[src/rtl/sfe_pkg.sv]
package sfe_pkg;
    localparam int BYTE_W    = 8;
    localparam int BIT_IDX_W = $clog2(BYTE_W);

    typedef logic [BYTE_W-1:0]    byte_t;
    typedef logic [BIT_IDX_W-1:0] bit_idx_t;

    localparam byte_t    IDLE_FILL = '1;
    localparam bit_idx_t LAST_BIT  = bit_idx_t'(BYTE_W - 1);

    // synchronized pin bundle
    typedef struct packed {
        logic sck;
        logic sdi;
        logic csn;
        logic holdn;
    } pins_t;

    // single-cycle events derived from the synchronized pins
    typedef struct packed {
        logic cs_fall;
        logic cs_rise;
        logic hold_fall;
        logic hold_rise;
        logic sck_rise;
        logic sck_fall;
    } evt_t;

    function automatic byte_t push_bit(byte_t cur, logic b);
        return {cur[BYTE_W-2:0], b};
    endfunction
endpackage

[src/rtl/sfe_sync.sv]
module sfe_sync #(
    parameter int WIDTH  = 4,
    parameter int STAGES = 2
) (
    input  logic             clk,
    input  logic             rst,
    input  logic [WIDTH-1:0] d,
    output logic [WIDTH-1:0] q
);
    logic [WIDTH-1:0] chain [STAGES];

    always_ff @(posedge clk) begin
        if (rst) begin
            for (int i = 0; i < STAGES; i++) chain[i] <= '0;
        end else begin
            chain[0] <= d;
            for (int i = 1; i < STAGES; i++) chain[i] <= chain[i-1];
        end
    end

    assign q = chain[STAGES-1];
endmodule

[src/rtl/sfe_rx.sv]
module sfe_rx
    import sfe_pkg::*;
(
    input  logic     clk,
    input  logic     rst,
    input  logic     clr,
    input  logic     rise,
    input  logic     sdi_s,
    output byte_t    rx_data,
    output logic     rx_valid,
    output bit_idx_t bit_cnt
);
    byte_t shreg;

    always_ff @(posedge clk) begin
        if (rst) begin
            shreg    <= '0;
            bit_cnt  <= '0;
            rx_valid <= 1'b0;
            rx_data  <= '0;
        end else begin
            rx_valid <= 1'b0;
            if (clr) begin
                bit_cnt <= '0;
            end else if (rise) begin
                shreg   <= push_bit(shreg, sdi_s);
                bit_cnt <= bit_cnt + 1'b1;
                if (bit_cnt == LAST_BIT) begin
                    rx_valid <= 1'b1;
                    rx_data  <= push_bit(shreg, sdi_s);
                end
            end
        end
    end

    AST_STROBE_SINGLE: assert property (@(posedge clk) disable iff (rst)
        rx_valid |=> !rx_valid);
endmodule

[src/rtl/sfe_tx.sv]
module sfe_tx
    import sfe_pkg::*;
(
    input  logic  clk,
    input  logic  rst,
    input  logic  start,
    input  logic  abort,
    input  logic  rise,
    input  logic  fall,
    input  logic  last,
    input  byte_t tx_data,
    input  logic  tx_valid,
    output logic  tx_take,
    output logic  sdo
);
    byte_t shreg;
    logic  pend;     // a capture happened, next fall launches
    logic  reload;   // that capture closed a byte

    logic load_now, shift_now;
    assign load_now  = start || (fall && pend && reload);
    assign shift_now = fall && pend && !reload;
    assign tx_take   = load_now && tx_valid;
    assign sdo       = shreg[BYTE_W-1];

    always_ff @(posedge clk) begin
        if (rst) begin
            shreg  <= IDLE_FILL;
            pend   <= 1'b0;
            reload <= 1'b0;
        end else begin
            if (abort || start) begin
                pend   <= 1'b0;
                reload <= 1'b0;
            end else if (rise) begin
                pend   <= 1'b1;
                reload <= last;
            end else if (fall) begin
                pend   <= 1'b0;
            end
            if (load_now)
                shreg <= tx_valid ? tx_data : IDLE_FILL;
            else if (shift_now)
                shreg <= push_bit(shreg, 1'b1);
        end
    end

    AST_SDO_ONLY_ON_LAUNCH: assert property (@(posedge clk) disable iff (rst)
        (!fall && !start) |=> $stable(sdo));
    AST_NO_LAUNCH_BEFORE_CAPTURE: assert property (@(posedge clk) disable iff (rst)
        (fall && !pend && !start) |=> $stable(sdo));
endmodule

[src/rtl/sflash_serial_frontend.sv]
module sflash_serial_frontend
    import sfe_pkg::*;
#(
    parameter int SYNC_STAGES = 2
) (
    input  logic       clk,
    input  logic       rst,
    input  logic       sck_in,
    input  logic       sdi,
    input  logic       csn,
    input  logic       holdn,
    input  logic [7:0] tx_data,
    input  logic       tx_valid,
    output logic       tx_take,
    output logic       sdo,
    output logic       sdo_oe,
    output logic [7:0] rx_data,
    output logic       rx_valid,
    output logic       frame_open,
    output logic       frame_close
);
    localparam int PIN_W = $bits(pins_t);

    pins_t    raw, s;
    evt_t     ev;
    logic     p_sck, p_csn, p_hold;
    logic     armed, hold_q, sel, active;
    bit_idx_t bit_cnt;
    logic     last;

    assign raw = '{sck: sck_in, sdi: sdi, csn: csn, holdn: holdn};

    sfe_sync #(.WIDTH(PIN_W), .STAGES(SYNC_STAGES)) i_sync (
        .clk (clk),
        .rst (rst),
        .d   (raw),
        .q   (s)
    );

    // previous levels; reset low so a select held low through reset is no edge
    always_ff @(posedge clk) begin
        if (rst) begin
            p_sck  <= 1'b0;
            p_csn  <= 1'b0;
            p_hold <= 1'b0;
        end else begin
            p_sck  <= s.sck;
            p_csn  <= s.csn;
            p_hold <= s.holdn;
        end
    end

    assign sel    = armed && !s.csn;
    assign active = sel && !hold_q;

    always_comb begin
        ev.cs_fall   = p_csn && !s.csn;
        ev.cs_rise   = !p_csn && s.csn;
        ev.hold_fall = p_hold && !s.holdn;
        ev.hold_rise = !p_hold && s.holdn;
        ev.sck_rise  = active && !p_sck && s.sck;
        ev.sck_fall  = active && p_sck && !s.sck;
    end

    always_ff @(posedge clk) begin
        if (rst) begin
            armed  <= 1'b0;
            hold_q <= 1'b0;
        end else begin
            if (ev.cs_fall) armed <= 1'b1;
            if (s.csn)
                hold_q <= 1'b0;
            else if (sel && ev.hold_fall)
                hold_q <= 1'b1;
            else if (ev.hold_rise)
                hold_q <= 1'b0;
        end
    end

    assign frame_open  = ev.cs_fall;
    assign frame_close = ev.cs_rise && armed;
    assign sdo_oe      = active;
    assign last        = ev.sck_rise && (bit_cnt == LAST_BIT);

    sfe_rx i_rx (
        .clk      (clk),
        .rst      (rst),
        .clr      (ev.cs_fall || ev.cs_rise),
        .rise     (ev.sck_rise),
        .sdi_s    (s.sdi),
        .rx_data  (rx_data),
        .rx_valid (rx_valid),
        .bit_cnt  (bit_cnt)
    );

    sfe_tx i_tx (
        .clk      (clk),
        .rst      (rst),
        .start    (ev.cs_fall),
        .abort    (ev.cs_rise),
        .rise     (ev.sck_rise),
        .fall     (ev.sck_fall),
        .last     (last),
        .tx_data  (tx_data),
        .tx_valid (tx_valid),
        .tx_take  (tx_take),
        .sdo      (sdo)
    );

    AST_RX_NEEDS_ARM: assert property (@(posedge clk) disable iff (rst)
        rx_valid |-> armed);
    AST_HOLD_FREEZES_COUNT: assert property (@(posedge clk) disable iff (rst)
        (hold_q && !ev.cs_rise) |=> $stable(bit_cnt));
    AST_HOLD_NEEDS_SELECT: assert property (@(posedge clk) disable iff (rst)
        $rose(hold_q) |-> $past(sel));
    AST_CLOSE_OE_OFF: assert property (@(posedge clk) disable iff (rst)
        frame_close |-> !sdo_oe);
    AST_CLOSE_RESTARTS: assert property (@(posedge clk) disable iff (rst)
        frame_close |=> (bit_cnt == '0));
    AST_OPEN_PULSE: assert property (@(posedge clk) disable iff (rst)
        frame_open |=> !frame_open);
endmodule

[config.mk]
export PLATFORM = sky130hd
export DESIGN_NAME = sflash_serial_frontend
export DESIGN_NICKNAME = d
export VERILOG_FILES = /design/src/rtl/sfe_pkg.sv /design/src/rtl/sfe_sync.sv /design/src/rtl/sfe_rx.sv /design/src/rtl/sfe_tx.sv /design/src/rtl/sflash_serial_frontend.sv
export SDC_FILE = /design/constraint.sdc
export NUM_CORES = 1
export LEC_CHECK = 0
export BUFFER_PORTS_ARGS = -buffer_cell sky130_fd_sc_hd__clkbuf_2
export CORE_ASPECT_RATIO = 1.1
export CORE_UTILIZATION = 35
export CTS_BUF_LIST = sky130_fd_sc_hd__clkbuf_4 sky130_fd_sc_hd__clkbuf_8
export CTS_CLUSTER_DIAMETER = 100
export DETAILED_ROUTE_END_ITERATION = 7
export PLACE_DENSITY = 0.68
export REMOVE_ABC_BUFFERS = 1
export SLEW_MARGIN = 20
export SYNTH_ARGS = -nofsm -noshare
export SYNTH_HDL_FRONTEND = slang
export SYNTH_SLANG_ARGS = --single-unit
[constraint.sdc]
create_clock -name clk -period 1.5 [get_ports clk]
set_input_delay 0.225 -clock clk [delete_from_list [all_inputs] [get_ports clk]]
set_output_delay 0.225 -clock clk [all_outputs]
set_load 0.05 [all_outputs]
; ---- Word-level counts from Yosys, hierarchy flattened
; Memory sizes are Yosys's and may differ from the RTL's.
; Index checks and enable logic that the tools add are counted.
[totals]
memories = 1
ram_bits = 8
rom_bits = 0
wordCells = 67
output_inout_bits = 14
latch_bits = 0
register_bits = 34
[classes]
n_shift = 0
n_mux = 13
n_mul = 0
div = 0
n_reduce_logical = 35
n_addsub = 1
n_lt_le_gt_ge = 0
bitwise = 4
eq_ne = 1
[memory_table]
columns = name, depth, width, rd, rd_ports_with_merged_regs, write_ports, line
row1 = i_sync.chain, 2, 4, 2, 0, 2, sfe_sync.sv:10  ; logic [WIDTH-1:0] chain [STAGES];
[ops]
columns = operator, n
row1 = 8-bit two-way mux, 3
row2 = 1-bit logical AND, 17
row3 = 1-bit logical NOT, 8
row4 = 1-bit two-way mux, 8
row5 = 4-bit two-way mux, 2
row6 = 2-bit nonzero test, 3
row7 = 2-bit OR reduction, 2
row8 = 3-bit by 1-bit adder with 3-bit output (second input constant), 1
row9 = 3-bit == test (second input constant), 1
row10 = 3-bit AND reduction, 1
row11 = 3-bit OR reduction, 1
row12 = 1-bit logical OR, 2
row13 = 1-bit NOT, 2
row14 = 1-bit bitwise OR, 2
row15 = 2-bit AND reduction, 1

; ---- Logic depth before layout (Yosys ltp)
; Gate-level depths: netlist (run 1).
[depth]
word_depth = 9
mapped_depth = 7
depth_no_buf = 5

; ---- Hierarchy
; From an unflattened synthesis (run 1), not the netlist that was laid out.
[hier_totals]
hier_cells = 176
hier_area_um2 = 1642.8
[modules_own_cells]
columns = mod, n_inst, area_per_inst_um2, cells_each
row1 = sfe_rx, 1, 744.5, 81
row2 = sfe_tx, 1, 425.4, 47
row3 = sfe_sync, 1, 240.2, 20
row4 = sflash_serial_frontend, 1, 232.7, 28

; ---- Worst setup path after synthesis (run 1)
; OpenSTA, ideal clock, no wires.
[synth_path]
path_kind = register to register
startpoint = memory i_sync.chain[1][1], in the netlist i_sync.chain[0][5]
endpoint = register i_tx.shreg[0]
required_time_ps = 1297
path_stages_with_launch = 5
setup_slack_ps = -882
path_buffers = 1
period_less_slack_ps = 2382
setup_ps = 203
t_arrival_ps = 2179
cell_sequence = dfxtp_1 nand4bb_1 clkbuf_1 o31ai_1 a22oi_1
[synth_rtl]
columns = element, line
row1 = "start, declared", sfe_sync.sv:10
row2 = "end signal, assigned", sfe_tx.sv:42  ; shreg <= tx_valid ? tx_data : IDLE_FILL;
row3 = "end signal, assigned", sfe_tx.sv:44  ; shreg <= push_bit(shreg, 1'b1);
row4 = "end, declared", sfe_tx.sv:16  ; byte_t shreg;

; ---- Worst setup path in the final report (run 1)
[layout_path]
startpoint = register armed
endpoint = output port sdo_oe
[layout_via]
elab_chain_len = 2
[layout_rtl]
columns = element, line
row1 = "start, declared", sflash_serial_frontend.sv:27  ; logic armed, hold_q, sel, active;
row2 = "start signal, assigned", sflash_serial_frontend.sv:67  ; armed <= 1'b0;
row3 = "start signal, assigned", sflash_serial_frontend.sv:70  ; if (ev.cs_fall) armed <= 1'b1;
row4 = 1-bit logical AND, sflash_serial_frontend.sv:53  ; assign sel = armed && !s.csn;
row5 = 1-bit logical AND, sflash_serial_frontend.sv:54  ; assign active = sel && !hold_q;
row6 = "end, declared", sflash_serial_frontend.sv:16  ; output logic sdo_oe,
; Every way passes these cells.

==> impl_metrics.py, run 1 <==
metrics = {
    "synth": {
        "synth_top_area_share_pct": 47.52,
        "synth_top_cell_by_area": "dfxtp_1",
        "synth.distinct_cells": 31,
        "synth_area_um2": 1769,
        "synthCells": 195,
        "yosysSeqAreaShare_pct": 47.52,
        "ys_warn_count": 0,
        "synth-seq-cells": 42,
        "avgSynthCellArea_um2": 9.073,
        "ys_top_cells_by_area": "dfxtp_1, mux2i_1, nor2b_1",
    },
    "worst_setup_path": {
        "critPathTopFamily": "simple AND/OR/NAND/NOR gates",
        "end_kind": "primary output",
        "start_kind": "flip-flop",
        "crit_cells": 4,
        "slowest_stage": "or3b_4",
        "worstPathRequired_ns": 1.27,
        "critPathArrivalTime_ns": 1.33,
        "slowest_delay_ns": 0.39,
        "critical_path.endpoint": "sdo_oe",
        "critical_path.cell_chain": "or3b_4 > inv_2 > buf_6 > buf_12",
        "worstPathMaxFanout": 3,
        "timing.rr.start": "p_csn$_SDFF_PP0_",
        "crit_start": "armed$_SDFFE_PP0P_",
        "r2r-end": "i_rx.rx_data[2]$_SDFFE_PP0P_",
        "worstSetupPathType": "reg -> out",
        "r2r_slack_ns": 0.04,
        "path_buf_inv": 3,
        "rr_worst_depth": 5,
    },
    "floorplan": {
        "die_h_um": 76.57,
        "coreArea_um2": 4750,
        "dieArea_um2": 5343,
        "pin_count": 29,
        "rows": 26,
        "initial_core_util_pct": 37.25,
        "die_x_um": 69.79,
    },
    "clocking": {
        "cts_root_buffer": "clkbuf_8",
        "clk_latency_ns": 0.29,
        "cts-buffers-inserted": 5,
        "cts_tree": "yes",
        "clk_transition_reported_paths_ns": 0.07,
        "clockBufferDepth": 2,
        "htreeDepth": 2,
        "cts_sinks": 42,
    },
    "drt": {
        "vias_per_cell": 4.919,
        "vias": 1451,
        "dr.pass1.iters": 4,
        "routed_wl_um": 3550,
        "ant_nets": 0,
        "drt_iter0_markers": 76,
        "drc": 0,
        "wl_per_cell_um": 12.03,
    },
    "grt": {
        "grt_max_degree": 23,
        "grt_pass1_wl_um": 5768,
        "antenna_found_initial": 0,
        "grt_pass1_vias": 1335,
        "grt_overflow_total": 0,
        "grt_usage_pct": 13.32,
    },
    "cells_and_area": {
        "drive_above_1_share_pct": 30.54,
        "instances_no_fill": 295,
        "nets": 257,
        "antenna_cells": 0,
        "area_delta_synth_final_pct": 30.76,
    },
    "sta": {
        "fmax_ghz": 0.6423,
        "tightest_slew_ns": 0.3313,
        "clock_skew_ns": 0.009417,
        "fin_ws_ns": -0.05693,
        "slew_violations": 0,
        "finalSetupViolCount": 2,
        "hold_violations": 0,
        "rsz0062_at_grt": "true",
        "hold_slack_ns": 0.1506,
        "period_minus_slack_ns": 1.557,
        "post-route-period-util_pct": 103.8,
        "maxSlewHeadroom_pct": 77.60,
    },
    "run_status": {
        "failed_checks": "setup timing",
        "status": "finished with violations",
    },
    "placed_design": {
        "dpl.cell_count": 279,
        "portBuffers": 28,
        "gp_congestion": 0.7951,
        "hpwl_um": 2349,
    },
    "power_and_ir_drop": {
        "powerDensity_nw_per_um2": 923.1,
        "finalPower_uw": 2136,
        "pwr-share-comb_pct": 7.9,
        "clkPwrFrac_pct": 38.6,
        "p_switching_uw": 458.3,
        "p_int_uw": 1677,
        "p_leak_uw": 0.0008894,
        "ir_worst_vdd_v": 0.0005239,
        "p_sw_share_pct": 21.46,
        "share_seq_of_total_power_pct": 53.5,
    },
    "job": {
        "maxCapViolCount": 0,
    },
    "worst_hold_path": {
        "hold_start": "csn",
        "hold_path_class": "in -> reg",
    },
}
[metal layers]
metal  global-route usage (%)  part of all wire (%)  vias up
li1                         -                     -      752
met1                    15.94                    49      676
met2                    22.40                    47       21
met3                    3.307                   3.0        2
met4                    5.800                  0.48        0
met5                        0                     0        -
[cell families (layout without fill, tap and decap cells)]
group	count (synthesis)	count (layout)	synth area share, %
AND/OR/NAND/NOR	73	74	22.56
AO/OA/AOI/OAI	43	43	13.86
flip-flops	42	42	47.52
buffers and inverters	18	61	4.738
multiplexers	15	15	8.486
adder cells (fa/ha/maj)	4	4	2.829
[cell usage after synthesis, drive strengths merged]
| cell type | n |
|---|---|
| a211oi | 1 |
| a21oi | 12 |
| a22oi | 1 |
| and2 | 2 |
| and3 | 1 |
| and3b | 1 |
| buf | 4 |
| clkbuf | 9 |
| dfxtp | 42 |
| ha | 4 |
| inv | 5 |
| mux2i | 15 |
| nand2 | 20 |
| nand2b | 9 |
| nand3 | 11 |
| nand3b | 1 |
| nand4bb | 1 |
| nor2 | 6 |
| nor2b | 17 |
| nor4b | 1 |
| o211ai | 7 |
| o21ai | 20 |
| o21ba | 1 |
| o31ai | 1 |
| or2 | 1 |
| or3 | 1 |
| or3b | 1 |
[stage by stage]
stage | cell area [um^2] | setup slack [ns] | TNS [ns] | util, %
2_1_floorplan | 1704 | -0.9109 | -4.922 | -
3_3_place_gp | 2042 | 0.006011 | 0 | 42.99
3_5_place_dp | 2042 | -0.03314 | -0.1131 | 42.99
4_1_cts | 2286 | -0.07941 | -0.1337 | 48.13
5_1_grt | 2313 | -0.1228 | -0.3768 | 48.71
6_report | 2313 | -0.05693 | -0.09928 | 48.71
[registers in the layout, summed over array words and instances (netlist names)]
signal         count
i_rx.rx_valid      1
i_rx.bit_cnt       3
hold_q             1
i_tx.pend          1
armed              1
i_rx.rx_data       8
i_rx.shreg         7
p_csn              1
p_hold             1
i_tx.shreg         8
p_sck              1
i_sync.chain       8
i_tx.reload        1
[cell usage in the layout, fill, tap and decap left out, drive strengths merged, types with 4 or more instances in the layout]
cell,netlist,layout
nor2b,17,17
mux2i,15,15
nand2,20,20
inv,5,5
nand2b,9,9
o21ai,20,20
nor2,6,6
clkbuf,9,32
dfxtp,42,42
buf,4,24
a21oi,12,12
o211ai,7,7
nand3,11,11
ha,4,4
[worst reg2reg max path: cells and delay by family, from the launching register on]
| family | cells | cell delay (ns) |
|---|---|---|
| AND/OR/NAND/NOR | 2 | 0.48 |
| multiplexers | 1 | 0.19 |
| flip-flops | 1 | 0.36 |
| adder cells (fa/ha/maj) | 1 | 0.31 |
| buffers and inverters | 1 | 0.05 |
[power by group through the flow]
stage	Combinational, uW	Clock, uW	Sequential (uW)
floorplan	74.8	0	1170
global placement	147	0	1170
detailed placement	149	0	1170
CTS	167	851	1140
global route	184	907	1150
finish	168	824	1140
[cell type report]
type / instances / area [um^2]
multi-input combinational: 136 / 914.6
sequential: 42 / 850.8
tap: 56 / 70.07
timing repair buffer: 48 / 349.1
fill: 462 / 2436
inverter: 5 / 18.77
clock buffer: 8 / 110.1
[worst min-delay path by stage]
stage,to,slack (ns),cells past startpoint
final,i_sync.chain[0][1]$_SDFF_PP0_,0.15,2
after floorplan,p_csn$_SDFF_PP0_,0.29,1
after global routing,i_sync.chain[0][0]$_SDFF_PP0_,0.14,2
after detailed placement,i_sync.chain[0][6]$_SDFF_PP0_,0.42,1
after CTS,i_sync.chain[0][2]$_SDFF_PP0_,0.14,2
after global placement,i_sync.chain[0][6]$_SDFF_PP0_,0.42,1
[what timing repair did]
item	CTS	global route
hold buffers	0	0
resized for setup	17	7
pin swaps	1	2
buffers inserted	6	1
cloned	0	1
setup endpoints to repair	10	16
(Power assumes the default switching activity.)
==> run 2: changes to the inputs <==
CTS_BUF_LIST = sky130_fd_sc_hd__clkbuf_16   (was sky130_fd_sc_hd__clkbuf_4 sky130_fd_sc_hd__clkbuf_8)
PLACE_DENSITY = default   (was 0.68)
==> run 2 against run 1 <==
Effect of this change: the flow still finishes with violations (setup timing); clock power is 48% higher; first-iteration DRC count down 34%; clock skew down 0.0010 ns; non-clock buffer count grew 1; critical endpoint unchanged; critical path depth increased by 1; highest routed layer unchanged; critical path type unchanged.
==> impl_metrics.py, run 2 (synthesis gave the netlist of run 1 again) <==
metrics = {
    "drt": {
        "routed_wl_um": 3784,
        "dr.pass1.iters": 4,
        "wl_per_cell_um": 12.78,
        "vias_per_cell": 4.905,
        "drc": 0,
        "drt_iter0_markers": 50,
        "vias": 1452,
        "ant_nets": 0,
    },
    "worst_setup_path": {
        "worstPathRequired_ns": 1.27,
        "worstPathMaxFanout": 5,
        "slowest_stage": "or3b_4",
        "end_kind": "primary output",
        "worstSetupPathType": "reg -> out",
        "critPathArrivalTime_ns": 1.44,
        "critical_path.cell_chain": "buf_6 > or3b_4 > inv_2 > buf_6 > buf_12",
        "slowest_delay_ns": 0.38,
        "crit_top_cell": "buf_6",
        "start_kind": "flip-flop",
        "timing.rr.start": "i_sync.chain[0][5]$_SDFF_PP0_",
        "crit_start": "i_sync.chain[0][5]$_SDFF_PP0_",
        "rr_worst_depth": 5,
    },
    "cells_and_area": {
        "fillers": 465,
        "top_regs": "i_rx.rx_data: 8 flops, i_sync.chain: 8 flops, i_tx.shreg: 8 flops",
        "instances_no_fill": 296,
        "area_delta_synth_final_pct": 37.06,
        "ff_latch_area_um2": 845.8,
        "finish.instance_area_um2": 2425,
        "nets": 258,
        "multiInputGateArea_um2": 959.7,
        "layout_common_cells": "dfxtp_1, clkbuf_2, nand2_1, buf_4, nor2b_1",
        "drive_above_1_share_pct": 34.58,
        "antenna_cells": 0,
        "layout_commonest_cell": "dfxtp_1",
    },
    "clocking": {
        "cts-buffers-inserted": 5,
        "clk_transition_reported_paths_ns": 0.06,
        "htreeDepth": 2,
        "clockBufferDepth": 2,
        "cts_tree": "yes",
        "cts_root_buffer": "clkbuf_16",
        "cts_sinks": 42,
        "clk_latency_ns": 0.28,
    },
    "sta": {
        "clock_skew_ns": 0.008400,
        "fmax_ghz": 0.6010,
        "hold_violations": 0,
        "rsz0062_at_grt": "true",
        "maxSlewHeadroom_pct": 78.32,
        "slew_violations": 0,
        "finalSetupViolCount": 11,
        "period_minus_slack_ns": 1.664,
        "post-route-period-util_pct": 110.9,
        "tightest_slew_ns": 0.3253,
        "setup_tns_ns": -0.5362,
        "fin_ws_ns": -0.1639,
    },
    "placed_design": {
        "dp_slack_ns": -0.01135,
        "hpwl_um": 2425,
        "portBuffers": 28,
        "dpl_cell_area_um2": 2064,
        "gp_congestion": 0.7538,
        "dpl.cell_count": 282,
    },
    "run_status": {
        "failed_checks": "setup timing",
        "status": "finished with violations",
    },
    "grt": {
        "grt_pass1_wl_um": 6354,
        "antenna_found_initial": 0,
        "grt_max_degree": 23,
        "grt_pass1_vias": 1364,
        "grt_overflow_total": 0,
        "grt_usage_pct": 14.89,
    },
    "power_and_ir_drop": {
        "powerDensity_nw_per_um2": 1046,
        "ir_worst_vdd_v": 0.0006891,
        "finalPower_uw": 2536,
        "p_leak_uw": 0.0009191,
    },
    "job": {
        "maxCapViolCount": 0,
    },
    "floorplan": {
        "dieArea_um2": 5343,
        "die_x_um": 69.79,
        "die_h_um": 76.57,
        "coreArea_um2": 4750,
        "rows": 26,
        "initial_core_util_pct": 37.25,
        "pin_count": 29,
    },
    "worst_hold_path": {
        "hold_start": "csn",
        "hold_path_class": "in -> reg",
        "hold_path_depth": 2,
    },
}
[run 2: cell count changes in the layout (fill, tap and decap cells not counted), moves of 2 or more]
cell       previous run  this run
o21ai_0              20         9
clkbuf_8              8         0
o21ai_4               0         2
a21oi_1              12         7
o21ai_2               0         7
dfxtp_1              38        40
o21ai_1               0         2
clkbuf_16             0         6
a21oi_2               0         5
[run 2: power breakdown]
group	internal [uW]	total [uW]	leakage, uW	switching (uW)
clock	787	1220	0.0000842	429
combinational	79.7	175	0.000493	95.5
sequential	1130	1140	0.000342	9.94
total	2000	2540	0.000919	534
[run 2: what timing repair did]
action / CTS / global route
resized for setup: 19 / 26
hold buffers: 0 / 0
setup endpoints to repair: 15 / 25
buffers inserted: 3 / 2
cloned: 1 / 0
pin swaps: 3 / 8
[run 2: area by class of cell]
class | count | share of cell area (%)
repair buffers | 49 | 14.91
inverters | 5 | 0.7740
well taps | 56 | 2.890
flip-flops and latches | 42 | 34.88
clock inverters | 3 | 1.806
clock buffers | 5 | 5.160
multi-input cells | 136 | 39.58
[run 2: layer usage]
metal	up-vias	wire length, um	GRT usage [%]
met5	-	0	0
met4	0	23	4.200
met3	2	119	5.159
met2	19	1862	23.94
met1	676	1778	18.78
li1	755	-	-
[run 2: path summary, 6_finish.rpt]
| check | endpoint | slack (ns) |
|---|---|---|
| max | sdo_oe | -0.16 |
| min | i_sync.chain[0][1]$_SDFF_PP0_ | 0.15 |
| max reg2reg | i_rx.bit_cnt[0]$_SDFFE_PP0P_ | -0.05 |
| min reg2reg | i_sync.chain[0][6]$_SDFF_PP0_ | 0.43 |
[run 2: per-stage QoR]
stage	util (%)	hold WS [ns]
floorplan	-	0.2917
global placement	43.47	0.4153
detailed placement	43.47	0.4239
CTS	49.05	0.1498
global route	51.05	0.1776
finish	51.05	0.1493
[run 2: worst max-delay path: cells and delay by family, from the launching register on]
family,cells,cell delay [ns]
buffers and inverters,4,0.42
flip-flops,1,0.36
AND/OR/NAND/NOR,1,0.38
==> run 3: changes to the inputs <==
ABC_AREA = 1   (was default)
==> run 3 against run 2 <==
Effect of this change: the run ends with DRC, setup timing left; combinational power is 12% lower; sequential cell count stayed put; clock-buffer cell count stayed put; die area up 2.3%; register-to-register slack improved by 0.10 ns; sequential power is essentially flat; clock skew is 0.0052 ns lower; global-route usage fell by 1.1 points; core utilization down 5.0 points; wire length decreased by 8.4%; hold slack worse by 0.017 ns; largest power group is now registers.
==> impl_metrics.py, run 3 <==
metrics = {
    "clocking": {
        "clk_transition_reported_paths_ns": 0.06,
        "htreeDepth": 2,
        "clockBufferDepth": 2,
        "hold_buffers": 0,
        "cts_tree": "yes",
        "cts_sinks": 42,
        "clk_latency_ns": 0.28,
        "cts_root_buffer": "clkbuf_16",
        "cts-buffers-inserted": 5,
    },
    "sta": {
        "post-route-period-util_pct": 101.7,
        "clock_skew_ns": 0.003231,
        "tightest_slew_ns": 0.4321,
        "rsz0062_at_grt": "true",
        "maxSlewHeadroom_pct": 71.17,
        "hold_slack_ns": 0.1318,
        "fin_ws_ns": -0.02508,
        "finalSetupViolCount": 1,
        "period_minus_slack_ns": 1.525,
        "slew_violations": 0,
        "fmax_ghz": 0.6557,
        "hold_violations": 0,
    },
    "run_status": {
        "failed_checks": "DRC, setup timing",
        "status": "finished with violations",
    },
    "worst_setup_path": {
        "slowest_delay_ns": 0.33,
        "end_kind": "primary output",
        "path_buf_inv": 2,
        "worstPathRequired_ns": 1.27,
        "crit_top_cell": "nand2_4",
        "critPathTopFamily": "simple AND/OR/NAND/NOR gates",
        "r2r-end": "i_rx.bit_cnt[0]$_SDFFE_PP0P_",
        "worstSetupPathType": "reg -> out",
        "worstPathMaxFanout": 3,
        "r2r_slack_ns": 0.05,
        "slowest_stage": "dfxtp_2",
        "critical_path.cell_chain": "inv_4 > nand2_4 > nor2_8 > nand3_4 > nand2_4 > nand2_4 > nor2_4 > buf_8",
        "critPathArrivalTime_ns": 1.30,
        "rr_worst_depth": 7,
        "timing.rr.start": "i_sync.chain[0][7]$_SDFF_PP0_",
        "start_kind": "flip-flop",
    },
    "synth": {
        "synth-seq-cells": 42,
        "synth_xor_area_share_pct": 0,
        "synth-main-ff-cell": "dfxtp_1",
        "synth_mux_area_share_pct": 0,
        "synth_edf_count": 0,
        "yosysMostFrequentCell": "nand2_1",
        "synthCells": 238,
        "synth-async-reset-ratio_pct": 0,
        "synthAdderAreaFrac_pct": 2.764,
        "synth_common_cells": "nand2_1, dfxtp_1, inv_1",
        "yosys.area_share.simple_pct": 30.34,
        "avgSynthCellArea_um2": 7.607,
        "ys_warn_count": 0,
        "synth_top_area_share_pct": 46.44,
        "synth_top_family_by_area": "simple AND/OR/NAND/NOR gates",
        "yosysSeqAreaShare_pct": 46.44,
        "synth_top_cell_by_area": "dfxtp_1",
        "synth.distinct_cells": 22,
        "synth_area_um2": 1810,
        "ys_top_cells_by_area": "dfxtp_1, nand2_1, inv_1",
        "synth_compound_area_share_pct": 8.846,
    },
    "drt": {
        "vias_per_cell": 4.405,
        "ant_nets": 0,
        "dr.pass1.iters": 5,
        "wl_met2_um": 1686,
        "top_layer_used": "met4",
        "vias": 1489,
        "wl_met1_um": 1628,
        "drc": 6,
        "routed_wl_um": 3467,
        "dr_wl_met3_um": 103,
        "drt_iter0_markers": 57,
        "wl_per_cell_um": 10.26,
    },
    "worst_hold_path": {
        "hold_start": "sdi",
        "hold_path_depth": 3,
        "worst_hold_path.endpoint": "i_sync.chain[0][2]$_SDFF_PP0_",
        "hold_path_class": "in -> reg",
    },
    "grt": {
        "grt_usage_pct": 13.74,
        "grt_pass1_vias": 1433,
        "grt_overflow_total": 0,
        "antenna_found_initial": 0,
        "grt_pass1_wl_um": 6016,
        "grt_max_degree": 18,
    },
    "floorplan": {
        "initial_core_util_pct": 36.21,
        "rows": 27,
        "die_x_um": 70.58,
        "dieArea_um2": 5465,
        "die_h_um": 77.44,
        "pin_count": 29,
        "coreArea_um2": 5000,
    },
    "cells_and_area": {
        "drive_above_1_share_pct": 25.71,
        "instances_no_fill": 338,
        "antenna_cells": 0,
        "area_delta_synth_final_pct": 27.30,
        "ff_latch_area_um2": 844.6,
        "layout_common_cells": "inv_1, nand2_1, dfxtp_1, nor2_1, clkbuf_2",
        "nets": 298,
        "utilization_pct": 46.10,
        "fillers": 527,
        "top_regs": "i_rx.rx_data: 8 flops, i_sync.chain: 8 flops, i_tx.shreg: 8 flops",
        "multiInputGateArea_um2": 832.0,
    },
    "placed_design": {
        "dpl.cell_count": 327,
        "portBuffers": 28,
        "gp_congestion": 0.7548,
        "hpwl_um": 2317,
    },
    "power_and_ir_drop": {
        "p_leak_uw": 0.001129,
        "ir_worst_vdd_v": 0.0004364,
        "clkPwrFrac_pct": 43.2,
        "p_sw_share_pct": 21.38,
        "p_switching_uw": 491.1,
        "share_seq_of_total_power_pct": 50.1,
        "pwr-share-comb_pct": 6.7,
        "finalPower_uw": 2297,
        "powerDensity_nw_per_um2": 996.5,
        "p_int_uw": 1806,
    },
    "job": {
        "maxCapViolCount": 0,
    },
}
-- run 3: changes by cell type in the layout (fill, tap and decap cells not counted), moves of 14 or more --
cell / before / now
inv_1: 3 / 41
mux2i_1: 15 / 0
nand3_1: 10 / 24
nand2_1: 20 / 41
nor2b_1: 17 / 0
nor2_1: 6 / 35
-- run 3: cells by family after synthesis --
group / after synthesis
adder cells (fa/ha/maj): 4
AND/OR/NAND/NOR: 118
buffers and inverters: 50
AO/OA/AOI/OAI: 24
flip-flops: 42
-- run 3: power by group through the flow --
stage          logic (uW)  clock network (uW)  registers [uW]
2_1_floorplan        85.4                   0            1170
3_3_place_gp          143                   0            1170
3_5_place_dp          145                   0            1170
4_1_cts               153                1020            1150
5_1_grt               177                1080            1150
6_report              154                 992            1150
-- run 3: cell type report --
cell class,instances,area share (%)
Clock buffer,5,5.429
Multi-Input combinational cell,147,36.10
Timing Repair Buffer,40,10.80
Clock inverter,3,0.5429
Tap cell,58,3.149
Inverter,43,7.329
Sequential cell,42,36.64
-- run 3: repair_timing --
action | CTS | global route
setup buffers | 1 | 1
resized for setup | 15 | 13
pin swaps | 2 | 3
setup endpoints to repair | 2 | 10
cloned | 0 | 1
-- run 3: metal layers --
| metal | vias to the layer above | track usage, % |
|---|---|---|
| li1 | 816 | - |
| met1 | 645 | 15.81 |
| met2 | 24 | 23.98 |
| met3 | 4 | 3.506 |
| met4 | 0 | 6.000 |
| met5 | - | 0 |
-- run 3: worst reg2reg max path, stage by stage, from the launching register on --
cell	delay (ns)
dfxtp_1	0.38
inv_1	0.08
nor2_2	0.35
nand2_1	0.22
inv_1	0.15
nand2_1	0.07
nand2_1	0.06
nor2_1	0.04
-- run 3: stage by stage --
step | TNS [ns] | worst slack, ns | cell area (um^2)
floorplan | -4.656 | -1.066 | 1762
global placement | 0 | 0.06540 | 2049
detailed placement | 0 | 0.03927 | 2049
CTS | -0.09684 | -0.09684 | 2250
global route | -0.1431 | -0.07562 | 2305
finish | -0.02508 | -0.02508 | 2305
-- run 3: worst max-delay path by stage --
stage                                        from  endpoint  slack, ns  cells after the start
global placement    i_sync.chain[0][5]$_SDFF_PP0_   tx_take       0.07                      7
detailed placement  i_sync.chain[0][5]$_SDFF_PP0_   tx_take       0.04                      7
CTS                 i_sync.chain[0][5]$_SDFF_PP0_   tx_take       -0.1                      8
floorplan           i_sync.chain[0][5]$_SDFF_PP0_   tx_take      -1.07                      6
finish              i_sync.chain[0][5]$_SDFF_PP0_   tx_take      -0.03                      8
global route        i_sync.chain[0][5]$_SDFF_PP0_   tx_take      -0.08                      8
